[src/rtl/wbuf_pkg.sv]
package wbuf_pkg;
    typedef enum logic [1:0] {
        SLOT_FREE  = 2'd0,
        SLOT_OPEN  = 2'd1,
        SLOT_READY = 2'd2,
        SLOT_SENT  = 2'd3
    } slot_state_e;
endpackage

[src/rtl/wbuf_prio.sv]
// Priority pick over a request vector; FROM_TOP selects highest instead of lowest.
module wbuf_prio #(
    parameter int N        = 4,
    parameter int IW       = 2,
    parameter bit FROM_TOP = 1'b0
) (
    input  logic [N-1:0]  req,
    output logic          found,
    output logic [IW-1:0] idx
);
    assign found = |req;
    generate
        if (FROM_TOP) begin : g_high
            always_comb begin
                idx = '0;
                for (int i = 0; i < N; i++)
                    if (req[i]) idx = IW'(i);
            end
        end else begin : g_low
            always_comb begin
                idx = '0;
                for (int i = N - 1; i >= 0; i--)
                    if (req[i]) idx = IW'(i);
            end
        end
    endgenerate
endmodule

[src/rtl/wbuf_line_cam.sv]
// Line-address compare against every occupied slot.
module wbuf_line_cam #(
    parameter int N = 4,
    parameter int W = 28
) (
    input  logic [N-1:0]        vld,
    input  logic [N-1:0][W-1:0] lines,
    input  logic [W-1:0]        key,
    output logic                hit
);
    logic [N-1:0] match;
    generate
        for (genvar g = 0; g < N; g++) begin : g_cmp
            assign match[g] = vld[g] && (lines[g] == key);
        end
    endgenerate
    assign hit = |match;
endmodule

[src/rtl/merge_wbuf.sv]
module merge_wbuf #(
    parameter int ADDR_W     = 32,
    parameter int DATA_W     = 32,
    parameter int LINE_WORDS = 4,
    parameter int NSLOTS     = 4
) (
    input  logic                          clk,
    input  logic                          rst_n,
    input  logic                          wr_valid,
    input  logic [ADDR_W-1:0]             wr_addr,
    input  logic [DATA_W-1:0]             wr_data,
    input  logic [DATA_W/8-1:0]           wr_be,
    input  logic                          wr_uncached,
    output logic                          wr_ready,
    output logic                          cmd_valid,
    input  logic                          cmd_ready,
    output logic [ADDR_W-1:0]             cmd_addr,
    output logic [DATA_W-1:0]             cmd_data,
    output logic [DATA_W/8-1:0]           cmd_be,
    output logic                          cmd_last,
    output logic [((NSLOTS > 1) ? $clog2(NSLOTS) : 1):0] cmd_id,
    input  logic                          rsp_valid,
    input  logic [((NSLOTS > 1) ? $clog2(NSLOTS) : 1):0] rsp_id,
    input  logic                          rsp_err,
    input  logic [ADDR_W-1:0]             chk_addr,
    output logic                          chk_hit,
    output logic                          empty,
    output logic                          wr_err
);
    import wbuf_pkg::*;

    localparam int BE_W   = DATA_W / 8;
    localparam int BOFF   = $clog2(BE_W);
    localparam int WOFF   = $clog2(LINE_WORDS);
    localparam int LINE_W = ADDR_W - WOFF - BOFF;
    localparam int IDX_W  = (NSLOTS > 1) ? $clog2(NSLOTS) : 1;
    localparam int ID_W   = IDX_W + 1;
    localparam int CNT_W  = IDX_W + 1;

    typedef struct packed {
        logic [NSLOTS-1:0][1:0]                        st;
        logic [NSLOTS-1:0][LINE_W-1:0]                 line;
        logic [NSLOTS-1:0][LINE_WORDS-1:0][DATA_W-1:0] data;
        logic [NSLOTS-1:0][LINE_WORDS-1:0][BE_W-1:0]   be;
        logic [NSLOTS-1:0][IDX_W-1:0]                  rq;
        logic [IDX_W-1:0]                              rq_head;
        logic [IDX_W-1:0]                              rq_tail;
        logic [CNT_W-1:0]                              rq_cnt;
        logic                                          open_vld;
        logic                                          open_unc;
        logic [IDX_W-1:0]                              open_idx;
        logic                                          cmd_act;
        logic [WOFF-1:0]                               cmd_ptr;
        logic                                          err;
    } state_t;

    state_t q, d;

    function automatic logic [IDX_W-1:0] ptr_inc(input logic [IDX_W-1:0] p);
        return (p == IDX_W'(NSLOTS - 1)) ? '0 : p + 1'b1;
    endfunction

    logic [LINE_W-1:0]     wr_line;
    logic [WOFF-1:0]       wr_word;
    logic [NSLOTS-1:0]     free_mask;
    logic                  free_found;
    logic [IDX_W-1:0]      free_idx;
    logic                  join_ok;
    logic                  wr_fire;
    logic [IDX_W-1:0]      tgt;
    logic [IDX_W-1:0]      head;
    logic                  rq_nempty;
    logic [LINE_WORDS-1:0] head_pres;
    logic                  head_any_lo, head_any_hi;
    logic [WOFF-1:0]       head_first, head_last;
    logic [WOFF-1:0]       cur;
    logic                  push, pop;
    logic [IDX_W-1:0]      rsp_slot;

    assign wr_line  = wr_addr[ADDR_W-1 -: LINE_W];
    assign wr_word  = wr_addr[BOFF +: WOFF];
    assign head     = q.rq[q.rq_head];
    assign rq_nempty = (q.rq_cnt != '0);
    assign rsp_slot = rsp_id[ID_W-1:1];

    always_comb begin
        for (int i = 0; i < NSLOTS; i++) free_mask[i] = (q.st[i] == SLOT_FREE);
        for (int w = 0; w < LINE_WORDS; w++) head_pres[w] = |q.be[head][w];
    end

    wbuf_prio #(.N(NSLOTS), .IW(IDX_W), .FROM_TOP(1'b0)) u_free_pick (
        .req(free_mask), .found(free_found), .idx(free_idx));
    wbuf_prio #(.N(LINE_WORDS), .IW(WOFF), .FROM_TOP(1'b0)) u_first_word (
        .req(head_pres), .found(head_any_lo), .idx(head_first));
    wbuf_prio #(.N(LINE_WORDS), .IW(WOFF), .FROM_TOP(1'b1)) u_last_word (
        .req(head_pres), .found(head_any_hi), .idx(head_last));
    wbuf_line_cam #(.N(NSLOTS), .W(LINE_W)) u_hazard (
        .vld(~free_mask), .lines(q.line), .key(chk_addr[ADDR_W-1 -: LINE_W]), .hit(chk_hit));

    assign join_ok  = wr_valid && !wr_uncached && q.open_vld && !q.open_unc
                      && (q.line[q.open_idx] == wr_line);
    assign wr_ready = join_ok || free_found;
    assign wr_fire  = wr_valid && wr_ready;
    assign tgt      = join_ok ? q.open_idx : free_idx;
    assign cur      = q.cmd_act ? q.cmd_ptr : head_first;

    assign cmd_valid = rq_nempty;
    assign cmd_addr  = {q.line[head], cur, {BOFF{1'b0}}};
    assign cmd_data  = q.data[head][cur];
    assign cmd_be    = q.be[head][cur];
    assign cmd_last  = (cur == head_last);
    assign cmd_id    = {head, 1'b1};
    assign empty     = &free_mask;
    assign wr_err    = q.err;

    logic unused_bits;
    assign unused_bits = ^{wr_addr[BOFF-1:0], chk_addr[ADDR_W-LINE_W-1:0], rsp_id[0],
                           head_any_lo, head_any_hi};

    always_comb begin
        d    = q;
        push = 1'b0;
        pop  = 1'b0;

        // response: release a sent slot by its ID
        if (rsp_valid && (q.st[rsp_slot] == SLOT_SENT)) begin
            d.st[rsp_slot] = SLOT_FREE;
            if (rsp_err) d.err = 1'b1;
        end

        // command side: stream the head slot
        if (rq_nempty && cmd_ready) begin
            if (cur == head_last) begin
                d.st[head] = SLOT_SENT;
                d.rq_head  = ptr_inc(q.rq_head);
                d.cmd_act  = 1'b0;
                pop        = 1'b1;
            end else begin
                d.cmd_act  = 1'b1;
                d.cmd_ptr  = cur + 1'b1;
            end
        end

        // close the filling slot unless this write joins it
        if (q.open_vld && !(wr_fire && join_ok)) begin
            d.st[q.open_idx] = SLOT_READY;
            d.rq[q.rq_tail]  = q.open_idx;
            d.rq_tail        = ptr_inc(q.rq_tail);
            push             = 1'b1;
        end

        // processor write: claim or join, then merge byte lanes
        if (wr_fire) begin
            if (!join_ok) begin
                d.st[tgt]   = SLOT_OPEN;
                d.line[tgt] = wr_line;
                d.be[tgt]   = '0;
            end
            for (int b = 0; b < BE_W; b++)
                if (wr_be[b]) d.data[tgt][wr_word][b*8 +: 8] = wr_data[b*8 +: 8];
            d.be[tgt][wr_word] = d.be[tgt][wr_word] | wr_be;
            d.open_vld = 1'b1;
            d.open_idx = tgt;
            d.open_unc = wr_uncached;
        end else begin
            d.open_vld = 1'b0;
        end

        d.rq_cnt = q.rq_cnt + CNT_W'(push) - CNT_W'(pop);
    end

    always_ff @(posedge clk) begin
        if (!rst_n) q <= '0;
        else        q <= d;
    end
endmodule

[config.mk]
export PLATFORM = sky130hd
export DESIGN_NAME = merge_wbuf
export DESIGN_NICKNAME = d
export VERILOG_FILES = /design/src/rtl/wbuf_pkg.sv /design/src/rtl/wbuf_prio.sv /design/src/rtl/wbuf_line_cam.sv /design/src/rtl/merge_wbuf.sv
export SDC_FILE = /design/constraint.sdc
export NUM_CORES = 2
export LEC_CHECK = 0
export CAP_MARGIN = 20
export CORE_AREA = 8 8 254 256
export DETAILED_ROUTE_END_ITERATION = 10
export DIE_AREA = 0 0 262 264
export DONT_BUFFER_PORTS = 1
export PLACE_DENSITY = 0.81
export SLEW_MARGIN = 20
export SYNTH_ARGS = -nofsm -noshare
export SYNTH_HDL_FRONTEND = slang
export SYNTH_SLANG_ARGS = --single-unit
[constraint.sdc]
create_clock -name clk -period 4.1 [get_ports clk]
set_input_delay 0.615 -clock clk [delete_from_list [all_inputs] [get_ports clk]]
set_output_delay 0.615 -clock clk [all_outputs]
set_load 0.05 [all_outputs]
==> results.cfg <==
[grt]
track_usage_pct = 29.0
gr-total-overflow = 0
first_global_vias = 28269
antenna_found_initial = 3
grt_pass1_wl_um = 161000
grt_max_degree = 755

[clock_tree]
clock_latency_ns = 0.64
cts_sinks = 719
cts_tree = built
cts-htree-levels = 3
clkTransAtPathRegs_ns = 0.07
clockRootBuffer = clkbuf_16
cts_buffers = 77
cts_buffer_depth = 3

[timing]
min_period_ns = 4.89
hold_viol = 0
fin_ws_ns = -0.792
fin_crit_sh_pct = 119
finalSetupViolCount = 40
fmax_mhz = 204
maxSlewViolCount = 323
rsz0062_at_grt = true
hold_ws_ns = 0.116
tightest_slew_ns = 2.33
fin_skew_ns = 0.0420
max-slew-margin-rel_pct = -55.3

[yosys]
syn_area_per_cell_um2 = 9.57
synth_top_area_share_pct = 41.7
ys_top_cells_by_area = dfxtp_1 (42%), mux4_2 (13%), nand3_1 (8.5%)
synthArstFlopShare_pct = 0
yosysSeqAreaShare_pct = 41.7
syn_area_mm2 = 0.0345
ys_seq_elements = 719
synth_edf_count = 0
ys.flop_type = dfxtp_1
yosysWarnings = 0
synth_top_cell_by_area = dfxtp_1
yosys.cell_types.count = 71
syn_inst = 3608

[power]
p_per_area_mw_per_mm2 = 515
p_sw_mw = 6.73
irDropWorstVdd_uv = 447
p_sw_share_pct = 32.1
comb_power_share_pct = 28.5
clockPowerShare_pct = 35.8
leakage_nw = 13.1
power.internal_mw = 14.2
power_frac_seq_pct = 35.7

[finish]
drive_gt1_share_pct = 21.8
fillCellCount = 4149
syn_to_final_growth_pct = 17.8
fin_nets = 3653
final_area_mm2 = 0.0407

[floorplanning]
core_mm2 = 0.0608
initial_core_util_pct = 56.8
dieArea_mm2 = 0.0692
die_w_um = 262
rows = 91
ios = 187
fp.dieH_um = 264

[drt]
drc = 0
finalWirelength_um = 107000
routed-via-count = 29738
dr.pass1.iters = 6
dr.first_iter.drc_count = 4202
wl_per_cell_um = 24.4
viasPerCell = 6.77
ant_nets = 0

[hold_path]
min_from = wr_addr[6]
hold_class = input pin to flop

[worst_setup_path]
cp.required_ns = 3.48
cp-end-kind = output port
crit_chain = buf_6, mux2i_1, mux2_4, clkinv_8, mux2i_2, mux2i_1, or4_4, o211ai_1, and2_4, buf_12, buf_12, buf_12, nand2_2, and3_4, a31oi_4, buf_12
crit_buf_inv = 6
critPathMaxStageDelay_ns = 0.58
critPathArrivalTime_ns = 4.28
crit_type = flop to output port
startpoint_type = flop
cp_slowest_cell = or4_4
cp-startpoint = q[13]
cp_top_family = simple AND/OR/NAND/NOR gates
path_max_fanout = 8
critPathMostFrequentCell = buf_12
r2r_start = q[13]

[place]
hpwlAfterDp_um = 60600
place_area_mm2 = 0.0364
port_buffers = 0
dp_slack_ns = -0.0345
routabilityCongestion = 0.980

[flow_run]
drv_cap = 0

[outcome]
status = finished, violations left
violations = max-slew violations, negative setup slack
==> placed cells by master, fill, tap and decap left out, types with 31 or more instances in the layout <==
cell type,n
a21oi_1,32
nand2_1,388
o22ai_1,61
buf_12,90
o21ai_1,62
xnor2_1,104
clkbuf_16,84
mux4_2,204
dfxtp_1,716
nand2_2,31
o21ai_0,480
nand4_1,31
a31oi_4,32
a21boi_0,87
mux2i_1,34
o2111ai_4,49
and3_4,33
xor2_1,38
a21boi_1,38
nand3_1,585
buf_4,94
==> power by group through the flow <==
stage	combinational [mW]	clock (mW)	sequential, mW
3_3_place_gp	4.71	0	7.61
4_1_cts	5.56	7.54	7.48
5_1_grt	6.17	7.83	7.51
2_1_floorplan	3.32	0	7.55
6_report	5.98	7.49	7.49
3_5_place_dp	4.77	0	7.63
==> registers in the layout (all words and copies together), names as in the netlist <==
signal	flops
q	718
wr_err	1
==> final timing paths <==
kind | end | cells past startpoint | slack, ns
max reg2reg | q[10] | 21 | -0.30
min | q[657] | 2 | 0.12
min reg2reg | q[179] | 2 | 0.46
max | cmd_data[3] | 16 | -0.79
==> routing by layer <==
layer | GRT usage, % | up-vias | wire (um)
met5 | 0 | - | 31
met4 | 15.3 | 4 | 6370
met3 | 6.91 | 494 | 11500
met2 | 46.6 | 1861 | 50300
met1 | 36.0 | 14331 | 39100
li1 | - | 13048 | -
==> through the flow <==
step                      TNS [ns]  power [mW]  cells  utilization (%)
after global routing        -27.36        21.5   4389             66.9
after floorplan            -0.0204        10.9   3609                -
final                       -25.84        21.0   4391             66.9
after CTS                   -17.72        20.6   4367             66.1
after global placement    -0.00630        12.3   4193             59.9
after detailed placement   -0.0744        12.4   4193             59.9
==> synth_stat cells, types with 37 or more instances <==
library cell and n:
nand3_1 586, mux4_2 205, buf_2 111, nand2_1 444, dfxtp_1 719, o21ai_1 59, a21boi_1 38, xnor2_1 105
o22ai_1 61, a21boi_0 87, o21ai_0 484, xor2_1 38, clkbuf_1 181, mux2i_1 42, o2111ai_4 48, and3_1 37
==> what timing repair did <==
| action | CTS | global route |
|---|---|---|
| pin swaps | 20 | 28 |
| hold buffers | 0 | 0 |
| gates cloned | 9 | 4 |
| setup buffers | 22 | 22 |
| resized for setup | 133 | 72 |
| hold endpoints to repair | 0 | 0 |
| endpoints found under the setup margin | 39 | 182 |
==> logic make-up (layout without fill, tap and decap cells) <==
logic type               count (synthesis)  in the layout  share of synthesized area (%)
flip-flops                             719            719                           41.7
buffers and inverters                  377            366                           5.20
AND/OR/NAND/NOR                       1218           1219                           16.7
XOR/XNOR                               143            143                           3.63
multiplexers                           254            254                           14.8
other                                    2              5                         0.0217
AO/OA/AOI/OAI                          887            887                           17.7
adder cells (fa/ha/maj)                  8              8                          0.312
==> final cells by class <==
cell class / instances / area, um^2 / share of cell area [%]
repair buffers: 211 / 2960 / 7.28
clock inverters: 31 / 437 / 1.07
repair inverters: 1 / 8.76 / 0.0215
flip-flops and latches: 719 / 14400 / 35.4
multi-input cells: 2514 / 19500 / 48.0
clock buffers: 112 / 2300 / 5.66
inverters: 11 / 67.6 / 0.166
well taps: 790 / 988 / 2.43
diodes: 2 / 5.00 / 0.0123
Power figures use the tool's default switching activity.
